===== src/rtl/alarm_cmp_pkg.sv =====
package alarm_cmp_pkg;
  localparam int BYTE_W   = 8;
  localparam int N_FIELDS = 4;   // seconds, minutes, hours, day
  localparam int MASK_BIT = 7;

  typedef logic [BYTE_W-1:0] byte_t;

  typedef enum logic [2:0] {
    RATE_MONTH,
    RATE_DAY,
    RATE_HOUR,
    RATE_MIN,
    RATE_SEC
  } rate_e;

  // Bits of each alarm byte that take part in the compare
  localparam byte_t FIELD_BITS [N_FIELDS] = '{8'h7F, 8'h7F, 8'h3F, 8'h3F};
  // Legal BCD window for each alarm byte
  localparam byte_t FIELD_LO   [N_FIELDS] = '{8'h00, 8'h00, 8'h00, 8'h01};
  localparam byte_t FIELD_HI   [N_FIELDS] = '{8'h59, 8'h59, 8'h23, 8'h31};

  function automatic logic bcd_legal(input byte_t v, input byte_t lo, input byte_t hi);
    return (v[3:0] <= 4'd9) && (v >= lo) && (v <= hi);
  endfunction
endpackage


===== src/rtl/alarm_cmp_regs.sv =====
module alarm_cmp_regs
  import alarm_cmp_pkg::*;
#(
  parameter int ADDR_W = 4,
  parameter int A_CTRL = 1,
  parameter int A_SEC  = 2
) (
  input  logic                        clk,
  input  logic                        rst,
  input  logic                        wr_en,
  input  logic [ADDR_W-1:0]           wr_addr,
  input  byte_t                       wr_data,
  output logic [N_FIELDS-1:0][BYTE_W-1:0] alm,
  output logic                        irq_en
);

  always_ff @(posedge clk) begin
    if (rst) irq_en <= 1'b0;
    else if (wr_en && wr_addr == ADDR_W'(A_CTRL)) irq_en <= wr_data[0];
  end

  for (genvar i = 0; i < N_FIELDS; i++) begin : g_field
    logic hit_addr;
    logic legal;
    assign hit_addr = wr_en && (wr_addr == ADDR_W'(A_SEC + i));
    assign legal    = bcd_legal(wr_data & FIELD_BITS[i], FIELD_LO[i], FIELD_HI[i]);

    always_ff @(posedge clk) begin
      if (rst) alm[i] <= '0;
      else if (hit_addr && legal) alm[i] <= wr_data;
    end

    AST_FIELD_LEGAL: assert property (@(posedge clk) disable iff (rst)
      ((alm[i] & FIELD_BITS[i]) <= FIELD_HI[i]) && (alm[i][3:0] <= 4'd9));

    AST_BAD_WRITE_IGNORED: assert property (@(posedge clk) disable iff (rst)
      (hit_addr && !legal) |=> $stable(alm[i]));
  end

endmodule


===== src/rtl/alarm_cmp_match.sv =====
module alarm_cmp_match
  import alarm_cmp_pkg::*;
(
  input  logic [N_FIELDS-1:0][BYTE_W-1:0] alm,
  input  logic [N_FIELDS-1:0][BYTE_W-1:0] now,
  output rate_e                           rate,
  output logic                            hit
);

  logic [N_FIELDS-1:0] fld_eq;
  logic [N_FIELDS-1:0] masks;

  for (genvar i = 0; i < N_FIELDS; i++) begin : g_cmp
    assign fld_eq[i] = ((alm[i] ^ now[i]) & FIELD_BITS[i]) == '0;
    assign masks[i]  = alm[i][MASK_BIT];
  end

  // masks = {day, hour, min, sec}
  always_comb begin
    unique case (masks)
      4'b0000: rate = RATE_MONTH;
      4'b1000: rate = RATE_DAY;
      4'b1100: rate = RATE_HOUR;
      4'b1110: rate = RATE_MIN;
      default: rate = RATE_SEC;
    endcase
  end

  always_comb begin
    unique case (rate)
      RATE_MONTH: hit = &fld_eq;
      RATE_DAY:   hit = &fld_eq[2:0];
      RATE_HOUR:  hit = &fld_eq[1:0];
      RATE_MIN:   hit = fld_eq[0];
      default:    hit = 1'b1;
    endcase
  end

endmodule


===== src/rtl/alarm_cmp_event.sv =====
module alarm_cmp_event (
  input  logic clk,
  input  logic rst,
  input  logic tick,
  input  logic hit,
  input  logic irq_en,
  input  logic clr_req,
  output logic flag,
  output logic irq
);

  logic set_req;
  assign set_req = tick && hit;

  always_ff @(posedge clk) begin
    if (rst) begin
      flag <= 1'b0;
      irq  <= 1'b0;
    end else begin
      irq <= set_req && irq_en;
      if (set_req)      flag <= 1'b1;
      else if (clr_req) flag <= 1'b0;
    end
  end

  AST_IRQ_NEEDS_TICK: assert property (@(posedge clk) disable iff (rst)
    irq |-> $past(tick));

  AST_IRQ_NEEDS_EN: assert property (@(posedge clk) disable iff (rst)
    irq |-> $past(irq_en));

  AST_IRQ_IMPLIES_FLAG: assert property (@(posedge clk) disable iff (rst)
    irq |-> flag);

  AST_SET_BEATS_CLEAR: assert property (@(posedge clk) disable iff (rst)
    (set_req && clr_req) |=> flag);

  AST_NO_TICK_NO_IRQ: assert property (@(posedge clk) disable iff (rst)
    !tick |=> !irq);

endmodule


===== src/rtl/alarm_cmp_top.sv =====
module alarm_cmp_top
  import alarm_cmp_pkg::*;
#(
  parameter int ADDR_W   = 4,
  parameter int A_FLAGS  = 0,
  parameter int A_CTRL   = 1,
  parameter int A_SEC    = 2,
  parameter int FLAG_BIT = 6
) (
  input  logic              clk,
  input  logic              rst,
  input  logic              wr_en,
  input  logic [ADDR_W-1:0] wr_addr,
  input  logic [7:0]        wr_data,
  input  logic              rd_en,
  input  logic [ADDR_W-1:0] rd_addr,
  output logic [7:0]        rd_data,
  input  logic              tick,
  input  logic [7:0]        now_sec,
  input  logic [7:0]        now_min,
  input  logic [7:0]        now_hour,
  input  logic [7:0]        now_date,
  output logic              alarm_flag,
  output logic              irq
);

  logic [N_FIELDS-1:0][BYTE_W-1:0] alm;
  logic [N_FIELDS-1:0][BYTE_W-1:0] now;
  logic  irq_en;
  logic  hit;
  rate_e rate;
  logic  clr_req;
  byte_t rd_next;

  assign now     = {now_date, now_hour, now_min, now_sec};
  assign clr_req = rd_en && (rd_addr == ADDR_W'(A_FLAGS));

  alarm_cmp_regs #(.ADDR_W(ADDR_W), .A_CTRL(A_CTRL), .A_SEC(A_SEC)) regs_i (
    .clk(clk), .rst(rst), .wr_en(wr_en), .wr_addr(wr_addr), .wr_data(wr_data),
    .alm(alm), .irq_en(irq_en)
  );

  alarm_cmp_match match_i (
    .alm(alm), .now(now), .rate(rate), .hit(hit)
  );

  alarm_cmp_event event_i (
    .clk(clk), .rst(rst), .tick(tick), .hit(hit), .irq_en(irq_en),
    .clr_req(clr_req), .flag(alarm_flag), .irq(irq)
  );

  always_comb begin
    rd_next = '0;
    if (rd_addr == ADDR_W'(A_FLAGS)) rd_next[FLAG_BIT] = alarm_flag;
    if (rd_addr == ADDR_W'(A_CTRL))  rd_next[0] = irq_en;
    for (int i = 0; i < N_FIELDS; i++)
      if (rd_addr == ADDR_W'(A_SEC + i)) rd_next = alm[i];
  end

  always_ff @(posedge clk) begin
    if (rst)        rd_data <= '0;
    else if (rd_en) rd_data <= rd_next;
  end

  AST_FLAG_QUIET: assert property (@(posedge clk) disable iff (rst)
    (!tick && !clr_req) |=> $stable(alarm_flag));

  AST_EVERY_TICK: assert property (@(posedge clk) disable iff (rst)
    (tick && rate == RATE_SEC && irq_en) |=> irq);

  AST_READ_CLEARS: assert property (@(posedge clk) disable iff (rst)
    (clr_req && !tick) |=> !alarm_flag);

endmodule


===== config.mk =====
export PLATFORM = sky130hd
export DESIGN_NAME = alarm_cmp_top
export DESIGN_NICKNAME = d
export VERILOG_FILES = /design/src/rtl/alarm_cmp_pkg.sv /design/src/rtl/alarm_cmp_regs.sv /design/src/rtl/alarm_cmp_match.sv /design/src/rtl/alarm_cmp_event.sv /design/src/rtl/alarm_cmp_top.sv
export SDC_FILE = /design/constraint.sdc
export NUM_CORES = 1
export LEC_CHECK = 0
export BUFFER_PORTS_ARGS = -buffer_cell sky130_fd_sc_hd__buf_2
export CORE_AREA = 4 4 86 88
export CTS_CLUSTER_DIAMETER = 30
export DETAILED_ROUTE_END_ITERATION = 7
export DIE_AREA = 0 0 90 92
export PLACE_DENSITY_LB_ADDON = 0.08
export SLEW_MARGIN = 20
export SYNTH_ARGS = -nofsm -noshare
export SYNTH_HDL_FRONTEND = slang
export SYNTH_SLANG_ARGS = --single-unit
export TNS_END_PERCENT = 30

===== constraint.sdc =====
create_clock -name clk -period 1.7 [get_ports clk]
set_input_delay 0.51 -clock clk [delete_from_list [all_inputs] [get_ports clk]]
set_output_delay 0.51 -clock clk [all_outputs]
set_load 0.005 [all_outputs]

==> results <==
- The run finished with clean final reports.
- The number of DRC violations after detailed routing is 0.
- The H-tree was split into 2 levels.
- STA puts the critical path data required time at 1.94 ns.
- Measured against the total synthesized area, the mux share comes to 18.9%.
- The setup fix buffers added after clock tree synthesis is 0.
- The count of clock tree sinks is 43.
- Along the worst path, the maximum fanout reaches 3.
- STA classifies the critical path endpoint as a register.
- In this run, CTS created clock tree buffers numbering 5.
- After synthesis, the largest family of logic cells by area is multiplexers.
- The hold path depth is 2.
- Clock skew on the completed layout was measured at 0.0100 ns.
- In this run the clock root is driven by a sky130_fd_sc_hd__clkbuf_8.
- The count of placed standard cells in the final layout, fillers left out is 392.
- The total area inside the core boundary comes to 6640 µm².
- The final worst slack is 0.176 ns.
- The Yosys warning count is 0.
- Of the total synthesized cell area, the portion taken by full adders, half adders and majority gates is 0%.
- Gates resized during post-CTS repair numbered 0.
- The final worst hold slack is 0.421 ns.
- The area of the die is 8280 µm².
- The length of routed met3 wiring is 253 µm.
- The congestion estimate from routability-driven global placement came to 0.836.
- The top flip-flop cell by instance count after synthesis is sky130_fd_sc_hd__dfxtp_1.
- The repair_antennas step left the layout with diodes totalling 0.
- For this run, the top clock speed supported by timing is 656 MHz.
- The highest metal layer used by the detailed router is met4.
- The number of cells on the worst reg-to-reg path is 5.
- Summed over all nets, the half-perimeter wirelength after detailed placement is 4990 µm.
- The tightest min-delay check is of the input port to register type.
- After synthesis, flip-flops and latches occupy 37.6% of the total area.
- The final-report hold violation count is 0.
- The final global-route overflow total is 0.
- Summed over all nets, wire length on met2 after detailed routing comes to 2910 µm.
- The remaining antenna violation count is 0.
- The count of buffers inserted at the top-level ports is 56.
- At the end of the flow, the number of nets in the layout was 365.
- The synthesized netlist devotes 9.95% of its cell area to XOR and XNOR gates.
- In this run, synthesis produced a sequential element count of 43.
- For the pin with the worst max-slew slack, the measured transition is 0.399 ns.
- The most critical setup path has its startpoint at regs_i.alm[20]$_SDFFE_PP0P_.
- The I/O pin count is 63.
- The cell count after synthesis came out at 241.
- The initial utilization of the core area, before any placement, comes to 34.4%.
- After synthesis the cells add up to 2290 µm².
- The clock tree from TritonCTS is done.
- VDD sags by at most 0.000370 V.
- The total number of vias is 1,984.
- The startpoint identified for the worst hold timing path is rst.
- The floorplan die height is 92 µm.
- The fraction of registers with async set or reset after synthesis is 0%.
- The most common cell after layout, fill and taps aside is sky130_fd_sc_hd__buf_2.
- Across all register-to-register paths, the minimum setup slack is 0.18 ns.
- The proportion of layout cells with a drive suffix above 1 is 30.1%.
- The clock insertion delay at the later pin of the skew report is 0.30 ns.
- The first-pass iteration count of the detailed router is 4.
- The aggregate global-route resource usage is 15.9%.
- The net count of the mapped netlist is 294.
- After clock tree synthesis, the clock-pin slew on the worst setup and hold paths is 0.08 ns.
- The part of the cycle the worst path needs is 89.7%.
- The detailed-routing wirelength on met1 is 3160 µm.
- Wires add up to 6440 µm.
- The number of buffers on the longest clock path is 2.
- The worst slew margin relative to its limit is 72.9%.
- The number of synthesized flops with an enable pin is 0.
- Max-cap violations in this run came to 0.
- The number of antenna violations at the first check in global routing is 0.
- The via count of the first global-routing pass is 1,865.
- Measured along the x axis, the die boundary spans 90 µm.
- The worst register-to-register path begins at regs_i.alm[20]$_SDFFE_PP0P_.
- The final cell utilization of the core is 43.9%.
- The placement row count is 30.
- The post-detailed-route via-to-cell ratio is 5.06.
- The final-report max-slew violation count is 0.
- The first global-routing pass estimated 10,200 µm of wire.
- Timing analysis after detailed placement gives a worst setup slack of -0.0607 ns.
- Compared with the post-synthesis result, the final layout area differs by 27.3%.
- The number of placed cells counting well taps is 385.
- After synthesis, the netlist uses 44 different library cells.
- Entering global routing, the biggest net connects 23 pins.
- After the first detailed-routing iteration, the DRC count stood at 111.
- Setup repair after global routing left no endpoint under its margin.
- STA classifies the critical path startpoint as a register.
- The class of the most critical setup path is register to register.
- The fraction of the mapped netlist area in simple logic gates is 17.7%.
- The endpoint identified for the worst register-to-register timing path is event_i.irq$_SDFF_PP0_.
- The quantity of hold-fixing buffers added after cts is 0.
- In the layout the commonest cells are sky130_fd_sc_hd__buf_2, sky130_fd_sc_hd__dfxtp_1, sky130_fd_sc_hd__mux2i_1.
- Averaged over all synthesized cells, the footprint is 9.50 µm².
- In this run the static leakage power is 1.33 nW.
- Setup violations remaining at the end of the flow were counted as 0.
- The routed wirelength normalized by instance count is 16.4 µm.
- The compound-gate portion of the synthesized area is 11.9%.
- In this run the power density over the cells is 718 nW/µm².
- The end of the worst hold path is rd_data[0]$_SDFFE_PP0P_.
- For the finished layout, the period the worst path requires is 1.52 ns.
- Data arrives at the worst endpoint at 1.77 ns.
## power by group
group | switching [mW] | internal (mW)
logic | 0.149 | 0.135
clock network | 0.352 | 0.431
registers | 0.00820 | 1.02
## per-stage QoR
| step | instance area [µm²] | total power [mW] | setup TNS (ns) |
|---|---|---|---|
| CTS | 2910 | 2.12 | 0 |
| detailed placement | 2810 | 1.33 | -0.0974 |
| floorplan | 2290 | 1.19 | 0 |
| finish | 2910 | 2.09 | 0 |
| global route | 2910 | 2.17 | 0 |
| global placement | 2810 | 1.33 | -0.268 |
## synthesized netlist by cell type, types with 3 or more instances
| master | n | area (µm²) |
|---|---|---|
| sky130_fd_sc_hd__a21oi_1 | 10 | 50.1 |
| sky130_fd_sc_hd__a221oi_1 | 4 | 35.0 |
| sky130_fd_sc_hd__a22oi_1 | 6 | 45.0 |
| sky130_fd_sc_hd__clkbuf_1 | 6 | 22.5 |
| sky130_fd_sc_hd__dfxtp_1 | 43 | 861 |
| sky130_fd_sc_hd__inv_1 | 5 | 18.8 |
| sky130_fd_sc_hd__mux2i_1 | 41 | 410 |
| sky130_fd_sc_hd__nand2_1 | 9 | 33.8 |
| sky130_fd_sc_hd__nand4_1 | 7 | 43.8 |
| sky130_fd_sc_hd__nor2_1 | 40 | 150 |
| sky130_fd_sc_hd__nor3_1 | 3 | 15.0 |
| sky130_fd_sc_hd__xnor2_1 | 22 | 193 |
| sky130_fd_sc_hd__xor2_1 | 4 | 35.0 |
## logic make-up (layout without fill, tap and decap cells)
| kind of cell | count (synthesis) | count (layout) |
|---|---|---|
| AO/OA/AOI/OAI | 34 | 34 |
| flip-flops | 43 | 43 |
| XOR/XNOR | 26 | 26 |
| AND/OR/NAND/NOR | 78 | 78 |
| buffers and inverters | 17 | 88 |
| multiplexers | 43 | 43 |
## worst max-delay path, stage by stage (launching register included)
cell and delay, ns:
sky130_fd_sc_hd__dfxtp_1 0.40, sky130_fd_sc_hd__xnor2_1 0.14, sky130_fd_sc_hd__nand4_1 0.18, sky130_fd_sc_hd__o41ai_1 0.36, sky130_fd_sc_hd__and3_1 0.21, sky130_fd_sc_hd__o2111a_1 0.18
## metal layers
metal | vias to the layer above | GRT usage (%)
met3 | 9 | 2.79
met5 | - | 0
met1 | 925 | 22.3
li1 | 994 | -
met2 | 56 | 24.6
met4 | 0 | 5.23
## worst max-delay path by stage
stage                              endpoint  cells after the start  slack (ns)
global placement     event_i.irq$_SDFF_PP0_                      6       -0.05
global route         event_i.irq$_SDFF_PP0_                      5        0.05
detailed placement   event_i.irq$_SDFF_PP0_                      6       -0.06
CTS                  event_i.irq$_SDFF_PP0_                      5        0.17
floorplan           rd_data[0]$_SDFFE_PP0P_                      5        0.21
finish               event_i.irq$_SDFF_PP0_                      5        0.18
## cell type report
cell class | count | area, µm²
Fill cell | 685 | 3730
Multi-Input combinational cell | 181 | 1340
Sequential cell | 43 | 861
Timing Repair Buffer | 76 | 493
Tap cell | 80 | 100
Clock buffer | 6 | 72.6
Clock inverter | 1 | 30.0
Inverter | 5 | 18.8
## state kept, by name, indices dropped and copies added (netlist names)
register,flops
regs_i.alm,32
rd_data,8
event_i.flag,1
event_i.irq,1
regs_i.irq_en,1
No activity file was read; power rests on OpenSTA's default activity.
